--- src/rtl/risc_exec_unit.sv ---
module risc_exec_unit #(
  parameter int XLEN = 32,
  parameter int REGW = 5
) (
  input  logic [31:0]     instr_i,
  input  logic [XLEN-1:0] rs_val_i,
  input  logic [XLEN-1:0] rt_val_i,
  output logic [XLEN-1:0] result_o,
  output logic [REGW-1:0] dest_o,
  output logic            wr_en_o,
  output logic            ovf_o,
  output logic            illegal_o
);
  localparam int SHW = $clog2(XLEN);
  localparam int IMMW = 16;

  localparam logic [5:0] OPC_REG   = 6'b000000;
  localparam logic [5:0] OPC_ADDI  = 6'b001000;
  localparam logic [5:0] OPC_ADDIU = 6'b001001;
  localparam logic [5:0] OPC_ANDI  = 6'b001100;
  localparam logic [5:0] OPC_ORI   = 6'b001101;
  localparam logic [5:0] OPC_XORI  = 6'b001110;

  localparam logic [5:0] FN_SLL  = 6'b000000;
  localparam logic [5:0] FN_SRL  = 6'b000010;
  localparam logic [5:0] FN_SRA  = 6'b000011;
  localparam logic [5:0] FN_SLLV = 6'b000100;
  localparam logic [5:0] FN_SRLV = 6'b000110;
  localparam logic [5:0] FN_SRAV = 6'b000111;
  localparam logic [5:0] FN_ADD  = 6'b100000;
  localparam logic [5:0] FN_ADDU = 6'b100001;
  localparam logic [5:0] FN_SUB  = 6'b100010;
  localparam logic [5:0] FN_SUBU = 6'b100011;
  localparam logic [5:0] FN_AND  = 6'b100100;
  localparam logic [5:0] FN_OR   = 6'b100101;
  localparam logic [5:0] FN_XOR  = 6'b100110;
  localparam logic [5:0] FN_NOR  = 6'b100111;

  wire [5:0]      opc   = instr_i[31:26];
  wire [REGW-1:0] f_rt  = instr_i[20:16];
  wire [REGW-1:0] f_rd  = instr_i[15:11];
  wire [SHW-1:0]  f_sh  = instr_i[6 +: SHW];
  wire [5:0]      fn    = instr_i[5:0];
  wire [IMMW-1:0] imm   = instr_i[IMMW-1:0];
  logic unused_rs_field;
  assign unused_rs_field = ^instr_i[25:21];

  wire [XLEN-1:0] imm_sx = {{(XLEN-IMMW){imm[IMMW-1]}}, imm};
  wire [XLEN-1:0] imm_zx = {{(XLEN-IMMW){1'b0}}, imm};

  wire [XLEN-1:0] sum_rr  = rs_val_i + rt_val_i;
  wire [XLEN-1:0] diff_rr = rs_val_i - rt_val_i;
  wire [XLEN-1:0] sum_ri  = rs_val_i + imm_sx;
  wire [SHW-1:0]  var_amt = rs_val_i[SHW-1:0];

  wire ovf_add = (rs_val_i[XLEN-1] == rt_val_i[XLEN-1]) && (sum_rr[XLEN-1] != rs_val_i[XLEN-1]);
  wire ovf_sub = (rs_val_i[XLEN-1] != rt_val_i[XLEN-1]) && (diff_rr[XLEN-1] != rs_val_i[XLEN-1]);
  wire ovf_adi = (rs_val_i[XLEN-1] == imm_sx[XLEN-1]) && (sum_ri[XLEN-1] != rs_val_i[XLEN-1]);

  logic [XLEN-1:0] res;
  logic            legal;
  logic            to_rd;
  logic            ovf;

  always_comb begin
    res   = '0;
    legal = 1'b1;
    to_rd = 1'b1;
    ovf   = 1'b0;
    if (opc == OPC_REG) begin
      case (fn)
        FN_ADD:  begin res = sum_rr; ovf = ovf_add; end
        FN_ADDU: res = sum_rr;
        FN_SUB:  begin res = diff_rr; ovf = ovf_sub; end
        FN_SUBU: res = diff_rr;
        FN_AND:  res = rs_val_i & rt_val_i;
        FN_OR:   res = rs_val_i | rt_val_i;
        FN_XOR:  res = rs_val_i ^ rt_val_i;
        FN_NOR:  res = ~(rs_val_i | rt_val_i);
        FN_SLL:  res = rt_val_i << f_sh;
        FN_SRL:  res = rt_val_i >> f_sh;
        FN_SRA:  res = $unsigned($signed(rt_val_i) >>> f_sh);
        FN_SLLV: res = rt_val_i << var_amt;
        FN_SRLV: res = rt_val_i >> var_amt;
        FN_SRAV: res = $unsigned($signed(rt_val_i) >>> var_amt);
        default: legal = 1'b0;
      endcase
    end else begin
      to_rd = 1'b0;
      case (opc)
        OPC_ADDI:  begin res = sum_ri; ovf = ovf_adi; end
        OPC_ADDIU: res = sum_ri;
        OPC_ANDI:  res = rs_val_i & imm_zx;
        OPC_ORI:   res = rs_val_i | imm_zx;
        OPC_XORI:  res = rs_val_i ^ imm_zx;
        default:   legal = 1'b0;
      endcase
    end
  end

  assign result_o  = res;
  assign dest_o    = to_rd ? f_rd : f_rt;
  assign wr_en_o   = legal && (dest_o != '0);
  assign ovf_o     = ovf;
  assign illegal_o = !legal;

  always_comb begin
    if ((opc == OPC_ADDIU) || (opc == OPC_REG && (fn == FN_ADDU || fn == FN_SUBU)))
      assert_no_overflow_R3: assert (!ovf_o);
    if (illegal_o)
      assert_illegal_no_write_R10: assert (!wr_en_o && result_o == '0);
    if (dest_o == '0)
      assert_zero_dest_no_write_R9: assert (!wr_en_o);
    if (opc == OPC_REG && fn == FN_SRL && f_sh != '0)
      assert_srl_zero_fill_R4: assert (!result_o[XLEN-1]);
    if (opc == OPC_ANDI)
      assert_andi_upper_clear_R7: assert (result_o[XLEN-1:IMMW] == '0);
  end
endmodule

--- config.mk ---
export PLATFORM = sky130hd
export DESIGN_NAME = risc_exec_unit
export DESIGN_NICKNAME = d
export VERILOG_FILES = /design/src/rtl/risc_exec_unit.sv
export SDC_FILE = /design/constraint.sdc
export NUM_CORES = 1
export LEC_CHECK = 0
export ABC_AREA = 1
export BUFFER_PORTS_ARGS = -buffer_cell sky130_fd_sc_hd__buf_2
export CAP_MARGIN = 30
export CORE_MARGIN = 5
export CORE_UTILIZATION = 45
export DETAILED_ROUTE_END_ITERATION = 7
export PLACE_DENSITY = 0.69
export SYNTH_ARGS = -nofsm -noshare
export SYNTH_HDL_FRONTEND = slang
export SYNTH_SLANG_ARGS = --single-unit
--- constraint.sdc ---
create_clock -name vclk -period 2.6
set_input_delay 0.39 -clock vclk [all_inputs]
set_output_delay 0.39 -clock vclk [all_outputs]
set_load 0.01 [all_outputs]
==> results.py, run 1 <==
metrics = {
    "run_status": {
        "outcome": "did not finish",
        "failed_stage": "global routing (5_1_grt)",
        "error": "[ERROR GRT-0232] Routing congestion too high. Check the congestion heatmap in the GUI.",
    },
    "place": {
        "placed_cell_area_sq_um": 21500,
        "routabilityCongestion": 1.25,
        "io_buffers": 131,
        "place_hpwl_um": 81000,
    },
    "global_route": {
        "track_usage_pct": 77.0,
        "global_route.overflow_total": 114,
        "grt_max_degree": 34,
    },
    "synth": {
        "syn_inst": 2881,
        "netlist-cell-type-count": 59,
        "synth_area_sq_um": 14500,
        "syn_area_per_cell_sq_um": 5.04,
        "synthXorXnorAreaFrac_pct": 0.301,
        "yosysWarningCount": 0,
        "synth_top_family_by_area": "simple AND/OR/NAND/NOR gates",
        "synthAdderAreaFrac_pct": 12.9,
        "synth_compound_area_share_pct": 22.6,
        "seq_area_frac_synth_pct": 0,
        "syn_nets": 3125,
        "synth-simple-area-share_pct": 51.6,
        "synth_mux_area_share_pct": 0.138,
    },
    "clock_tree": {
        "cts_hold_buf": 0,
    },
    "floorplan": {
        "num_rows": 65,
        "dieHeight_um": 190,
        "initial_utilization_pct": 45.8,
        "die_x_um": 190,
        "io_pins": 136,
    },
    "sta": {
        "crit_endpoint": "result_o[20]",
        "worst-ep-kind": "primary output",
    },
}
-- metrics by stage --
| stage | cells | utilization, % | worst slack, ns |
|---|---|---|---|
| after CTS | 4151 | 75.8 | -0.512 |
| after detailed placement | 4096 | 67.9 | -0.988 |
| after global placement | 4096 | 67.9 | -0.968 |
| after floorplan | 2881 | - | 0.0162 |
-- metal layers --
layer  GRT overflow  global-route usage, %
met1              1                   78.1
met2             59                   90.3
met3              1                   64.4
met4             53                   73.7
met5              0                   41.9
-- synth_stat cells (all sizes together), types with 2 or more instances --
| cell | instances | area [sq um] |
|---|---|---|
| a22oi | 2 | 15.0 |
| a21oi | 182 | 915 |
| o211ai | 55 | 423 |
| o21ai | 221 | 1170 |
| nor2 | 204 | 801 |
| clkbuf | 45 | 169 |
| nand4 | 41 | 257 |
| o21a | 7 | 52.6 |
| ha | 145 | 1810 |
| o21bai | 10 | 75.1 |
| mux2i | 2 | 20.0 |
| nand3 | 512 | 2580 |
| a31oi | 8 | 50.1 |
| a211oi | 19 | 143 |
| nor3 | 29 | 150 |
| a21boi | 2 | 15.0 |
| xor2 | 3 | 26.3 |
| o221ai | 4 | 35.0 |
| nor3b | 2 | 15.0 |
| nand2 | 901 | 3430 |
| a221oi | 12 | 105 |
| inv | 316 | 1190 |
| nand3b | 5 | 37.5 |
| a21o | 6 | 45.0 |
| nor4 | 11 | 75.1 |
| and2 | 2 | 12.5 |
| xnor2 | 2 | 17.5 |
| or2 | 20 | 125 |
| o2111ai | 10 | 87.6 |
| buf | 75 | 443 |
| o22ai | 14 | 87.6 |
| clkinv | 4 | 16.3 |
| fa | 3 | 60.1 |
-- what timing repair did --
item                                    in CTS
setup buffers                               45
gates cloned                                11
endpoints found under the setup margin      35
gates resized for setup                    477
pin swaps                                  101
-- logic make-up after synthesis --
kind of cell	count (synthesis)
xor gates and xnor gates	5
adders and majority gates	148
AOI/OAI and AO/OA	558
muxes	2
and+or+nand+nor	1728
buffers and inverters	440
==> run 2: changes to the inputs <==
Settings changed: CORE_UTILIZATION 45 to 30, PLACE_DENSITY 0.69 to unset, PLACE_DENSITY_LB_ADDON set to 0.15.
Clock period 2.6 ns to 3.4 ns, I/O delays scaled along.
==> results.py, run 2 <==
metrics = {
    "synth": {
        "synth-simple-area-share_pct": 51.6,
        "synth_compound_area_share_pct": 22.6,
        "synth_area_sq_um": 14500,
        "netlist-cell-type-count": 59,
        "seq_area_frac_synth_pct": 0,
        "post-synth-top-count-cell": "nand2_1",
        "synthAdderAreaFrac_pct": 12.9,
        "synth_top_family_by_area": "simple AND/OR/NAND/NOR gates",
        "syn_nets": 3125,
        "yosysWarningCount": 0,
        "synth_mux_area_share_pct": 0.138,
        "synth_top_area_cell": "nand2_1",
        "syn_inst": 2881,
        "synthTopCellsByArea": "nand2_1 (23%), nand3_1 (18%), ha_1 (12%)",
        "syn_area_per_cell_sq_um": 5.04,
        "synthTopCellsByCount": "nand2_1 (891), nand3_1 (509), inv_1 (303)",
        "synth_top_cell_area_share_pct": 23.0,
        "synthXorXnorAreaFrac_pct": 0.301,
    },
    "routing": {
        "drt_iter0_markers": 3077,
        "viasPerCell": 5.76,
        "routed_wl_um": 114000,
        "dr.pass1.iters": 7,
        "antenna_left": 0,
        "wl_per_cell_um": 26.3,
        "num_vias": 25100,
        "drc": 0,
    },
    "place": {
        "routabilityCongestion": 1.15,
        "place_hpwl_um": 95800,
        "dpl.cell_count": 4269,
        "placed_cell_area_sq_um": 21400,
        "io_buffers": 131,
    },
    "sta": {
        "rsz0062_at_grt": "true",
        "worstMarginPinSlew_ns": 0.774,
        "clock.fmax_mhz": 283,
        "finalCritPeriodShare_pct": 104,
        "period_minus_slack_ns": 3.53,
        "hold_slack_ns": 1.38,
        "hold_viol_final": 0,
        "setup_viol": 18,
        "slew_headroom_pct": 48.3,
        "fin_ws_ns": -0.130,
        "maxSlewViolCount": 0,
        "finalSetupTns_ns": -0.763,
    },
    "global_route": {
        "antenna_found_initial": 3,
        "grt_pass1_wl_um": 157000,
        "grt_pass1_vias": 23200,
        "track_usage_pct": 39.9,
        "global_route.overflow_total": 0,
        "grt_max_degree": 32,
    },
    "run_status": {
        "outcome": "complete, but fails checks",
        "violations": "setup timing",
    },
    "floorplan": {
        "coreArea_sq_um": 47800,
        "initial_utilization_pct": 30.4,
        "num_rows": 80,
        "dieHeight_um": 230,
        "die_x_um": 230,
        "die_area_sq_um": 52900,
        "io_pins": 136,
    },
    "final_layout": {
        "final_common_cell": "nand2_1",
        "final_cell_mix": "nand2_1 (766), buf_4 (741), nand3_1 (409), inv_1 (237), nor2_1 (140)",
        "nets": 3978,
        "seq_area_sq_um": 0,
        "design.seq.count": 0,
        "layout-drive-gt1-share_pct": 42.2,
        "stdcell_count": 4349,
        "fillers": 4980,
        "areaGrowthSynthToFinish_pct": 74.8,
        "clock_buffers": 0,
        "stdcell_area_sq_um": 25400,
        "fin_util_pct": 53.1,
    },
    "worst_setup_path": {
        "worstSetupEndpointType": "output port",
        "arrival_ns": 3.02,
        "crit_end": "result_o[22]",
        "crit_path_start": "instr_i[3]",
        "startpoint_type": "primary input",
        "cp_max_fo": 6,
        "worstPathRequired_ns": 2.89,
        "path_class": "in2out",
    },
    "power": {
        "p_leak_nw": 12.6,
        "internal_power_w": 0.00173,
        "powerDensity_nw_per_um2": 164,
        "seqPwrFrac_pct": 0,
        "netSwitchingPower_w": 0.00244,
        "comb_power_share_pct": 100.0,
        "p_clk_share_pct": 0,
        "p_sw_share_pct": 58.5,
        "peakVddDrop_v": 0.0000903,
    },
    "hold_path": {
        "hold_class": "in2out",
    },
    "flow_run": {
        "drv_cap": 0,
    },
    "clock_tree": {
        "cts_hold_buf": 0,
    },
}
[run 2: per-layer routing]
layer / share of wire [%] / track usage [%] / vias up / wire length, um
met2: 42 / 60.3 / 1477 / 48000
met4: 7.9 / 23.1 / 4 / 9050
met3: 9.8 / 8.13 / 305 / 11200
met5: 0.043 / 0 / - / 49
met1: 40 / 52.6 / 11800 / 46000
li1: - / - / 11500 / -
[run 2: how the worst min path moves through the flow]
stage	end	start	cells after the start	slack, ns
3_5_place_dp	dest_o[0]	instr_i[16]	4	1.37
6_report	dest_o[0]	instr_i[16]	4	1.38
5_1_grt	dest_o[0]	instr_i[16]	4	1.40
4_1_cts	dest_o[0]	instr_i[16]	4	1.37
2_1_floorplan	dest_o[2]	instr_i[18]	2	1.16
3_3_place_gp	dest_o[0]	instr_i[16]	4	1.36
[run 2: logic make-up (layout without fill, tap and decap cells)]
| logic type | after synthesis | after routing |
|---|---|---|
| AO/OA/AOI/OAI | 558 | 558 |
| adder cells (fa/ha/maj) | 148 | 148 |
| multiplexers | 2 | 2 |
| other | 0 | 2 |
| AND/OR/NAND/NOR | 1728 | 1728 |
| buffers and inverters | 440 | 1291 |
| XOR/XNOR | 5 | 5 |
[run 2: worst max-delay path: stages]
cell	delay [ns]
buf_12	0.11
inv_8	0.05
nand2_4	0.06
nor2_4	0.11
buf_6	0.13
nand2_8	0.08
buf_6	0.13
o21ai_4	0.15
buf_12	0.14
buf_12	0.11
buf_4	0.16
nand2_1	0.06
nand3_1	0.12
nand3_2	0.10
nand3_2	0.11
buf_4	0.16
nand4_1	0.19
nor2_1	0.14
buf_4	0.16
o21bai_2	0.08
buf_2	0.15
[run 2: final cells by class]
class                           count  area, sq um  area share, %
Antenna cell                        2         5.00         0.0197
Inverter                          320         1260           4.97
Multi-Input combinational cell   2441        15400           60.7
Tap cell                          615          769           3.03
Timing Repair Buffer              971         7950           31.3
[run 2: timing repair]
| action | in CTS | in global routing |
|---|---|---|
| setup endpoints to repair | 33 | 34 |
| resized for setup | 356 | 509 |
| cloned | 3 | 4 |
| pin swaps | 54 | 128 |
| buffers inserted | 33 | 41 |
[run 2: stage by stage]
step / setup slack [ns] / total power [W]
2_1_floorplan: 0.540 / 0.00152
3_3_place_gp: -0.764 / 0.00333
3_5_place_dp: -0.671 / 0.00334
4_1_cts: -0.109 / 0.00363
5_1_grt: -0.195 / 0.00438
6_report: -0.130 / 0.00417
[run 2: power by group through the flow]
stage | sequential (W) | combinational [W] | clock [W]
after floorplan | 0 | 0.00152 | 0
after global placement | 0 | 0.00333 | 0
after detailed placement | 0 | 0.00334 | 0
after CTS | 0 | 0.00363 | 0
after global routing | 0 | 0.00438 | 0
final | 0 | 0.00417 | 0.0000000000148
(Power assumes the default switching activity.)
==> run 3: changes to the inputs <==
Settings changed: REMOVE_ABC_BUFFERS set to 1.
==> results.py, run 3 (synthesis gave the netlist of run 2 again) <==
metrics = {
    "worst_setup_path": {
        "worstSetupEndpointType": "output port",
        "crit_path_max_incr_delay_ns": 0.39,
        "cp_max_fo": 6,
        "arrival_ns": 2.96,
        "cp_cell_sequence": "buf_2 -> clkinvlp_4 -> ha_4 -> inv_1 -> a21oi_2 -> o21ai_0 -> a21oi_2 -> nand2_4 -> nand2_2 -> o21ai_1 -> or2_2 -> nand3_1 -> nand2_1 -> nand2_1 -> nand2_1 -> buf_2",
        "cp_num_buf_inv": 4,
        "crit_family": "simple AND/OR/NAND/NOR gates",
        "path_common_cell": "nand2_1",
        "worstPathRequired_ns": 2.89,
        "cp_slowest_cell": "ha_4",
        "startpoint_type": "primary input",
        "path_class": "in2out",
    },
    "run_status": {
        "violations": "setup timing",
        "outcome": "complete, but fails checks",
    },
    "hold_path": {
        "min_path_cells": 4,
        "hold_start": "instr_i[19]",
        "hold_end": "dest_o[3]",
        "hold_class": "in2out",
    },
    "global_route": {
        "global_route.overflow_total": 0,
        "grt_max_degree": 31,
        "grt_pass1_wl_um": 148000,
        "antenna_found_initial": 4,
        "track_usage_pct": 37.6,
        "grt_pass1_vias": 21400,
    },
    "sta": {
        "hold_viol_final": 0,
        "rsz0062_at_grt": "true",
        "worstMarginPinSlew_ns": 0.753,
        "maxSlewViolCount": 0,
        "clock.fmax_mhz": 289,
        "finalCritPeriodShare_pct": 102,
        "hold_slack_ns": 1.37,
        "period_minus_slack_ns": 3.47,
        "slew_headroom_pct": 49.6,
        "finalSetupTns_ns": -0.265,
        "fin_ws_ns": -0.0657,
        "setup_viol": 9,
    },
    "place": {
        "post-place-ws_ns": -0.375,
        "io_buffers": 131,
        "place_hpwl_um": 92000,
        "routabilityCongestion": 1.07,
    },
    "routing": {
        "wl_per_cell_um": 25.5,
        "antenna_left": 0,
        "num_vias": 24200,
        "routed_wl_um": 109000,
        "dr.pass1.iters": 6,
        "drc": 0,
        "drt_iter0_markers": 3224,
        "viasPerCell": 5.67,
    },
    "floorplan": {
        "num_rows": 80,
        "dieHeight_um": 230,
        "initial_utilization_pct": 30.4,
        "die_x_um": 230,
        "die_area_sq_um": 52900,
        "io_pins": 136,
        "coreArea_sq_um": 47800,
    },
    "power": {
        "peakVddDrop_v": 0.0000740,
        "power_w": 0.00396,
        "powerDensity_nw_per_um2": 162,
        "p_leak_nw": 12.2,
    },
    "flow_run": {
        "drv_cap": 0,
    },
    "final_layout": {
        "clock_buffers": 0,
        "nets": 3901,
        "layout-drive-gt1-share_pct": 41.1,
        "fin_util_pct": 51.3,
        "final_cell_mix": "nand2_1 (757), buf_4 (687), nand3_1 (366), inv_1 (255), nor2_1 (146)",
        "final_common_cell": "nand2_1",
        "multiInputGateArea_sq_um": 15300,
        "areaGrowthSynthToFinish_pct": 68.9,
        "seq_area_sq_um": 0,
        "design.seq.count": 0,
        "fillers": 5148,
    },
    "clock_tree": {
        "cts_hold_buf": 0,
    },
}
run 3: how the worst max path moves through the flow:
stage	start	end	cells past startpoint
global placement	rt_val_i[4]	result_o[20]	17
floorplan	instr_i[31]	wr_en_o	7
global route	instr_i[3]	result_o[27]	20
CTS	rs_val_i[1]	result_o[9]	18
finish	rt_val_i[11]	result_o[20]	16
detailed placement	rt_val_i[2]	result_o[9]	19
run 3: stage by stage:
| step | cell area [sq um] | cells |
|---|---|---|
| 3_5_place_dp | 21100 | 4215 |
| 4_1_cts | 22200 | 4229 |
| 5_1_grt | 24500 | 4270 |
| 2_1_floorplan | 13900 | 2761 |
| 3_3_place_gp | 21100 | 4215 |
| 6_report | 24500 | 4272 |
run 3: tightest hold or removal path, cell delays in order:
cell     delay [ns]
buf_2          0.07
nand2_1        0.04
o21ai_0        0.09
buf_2          0.15
run 3: final cells by class:
| cell class | count | share of cell area, % |
|---|---|---|
| Timing Repair Buffer | 893 | 29.3 |
| Tap cell | 615 | 3.14 |
| Antenna cell | 2 | 0.0204 |
| Inverter | 320 | 5.09 |
| Multi-Input combinational cell | 2442 | 62.5 |
run 3: power by group:
| group | switching [W] | internal (W) | total (W) |
|---|---|---|---|
| Sequential | 0 | 0 | 0 |
| Clock | 0 | 0.0000000000115 | 0.0000000000116 |
| Combinational | 0.00236 | 0.00160 | 0.00396 |
| Total | 0.00236 | 0.00160 | 0.00396 |
run 3: per-layer routing:
layer	up-vias	track usage, %	part of all wire [%]
li1	11300	-	-
met1	11300	52.6	42
met2	1403	55.7	41
met3	227	8.25	11
met4	4	15.6	5.8
met5	-	0	0.031
run 3: repair_timing:
action	in CTS	in global routing
gates resized for setup	266	501
cloned	3	5
setup endpoints to repair	34	35
pin swaps	53	117
setup buffers	11	37
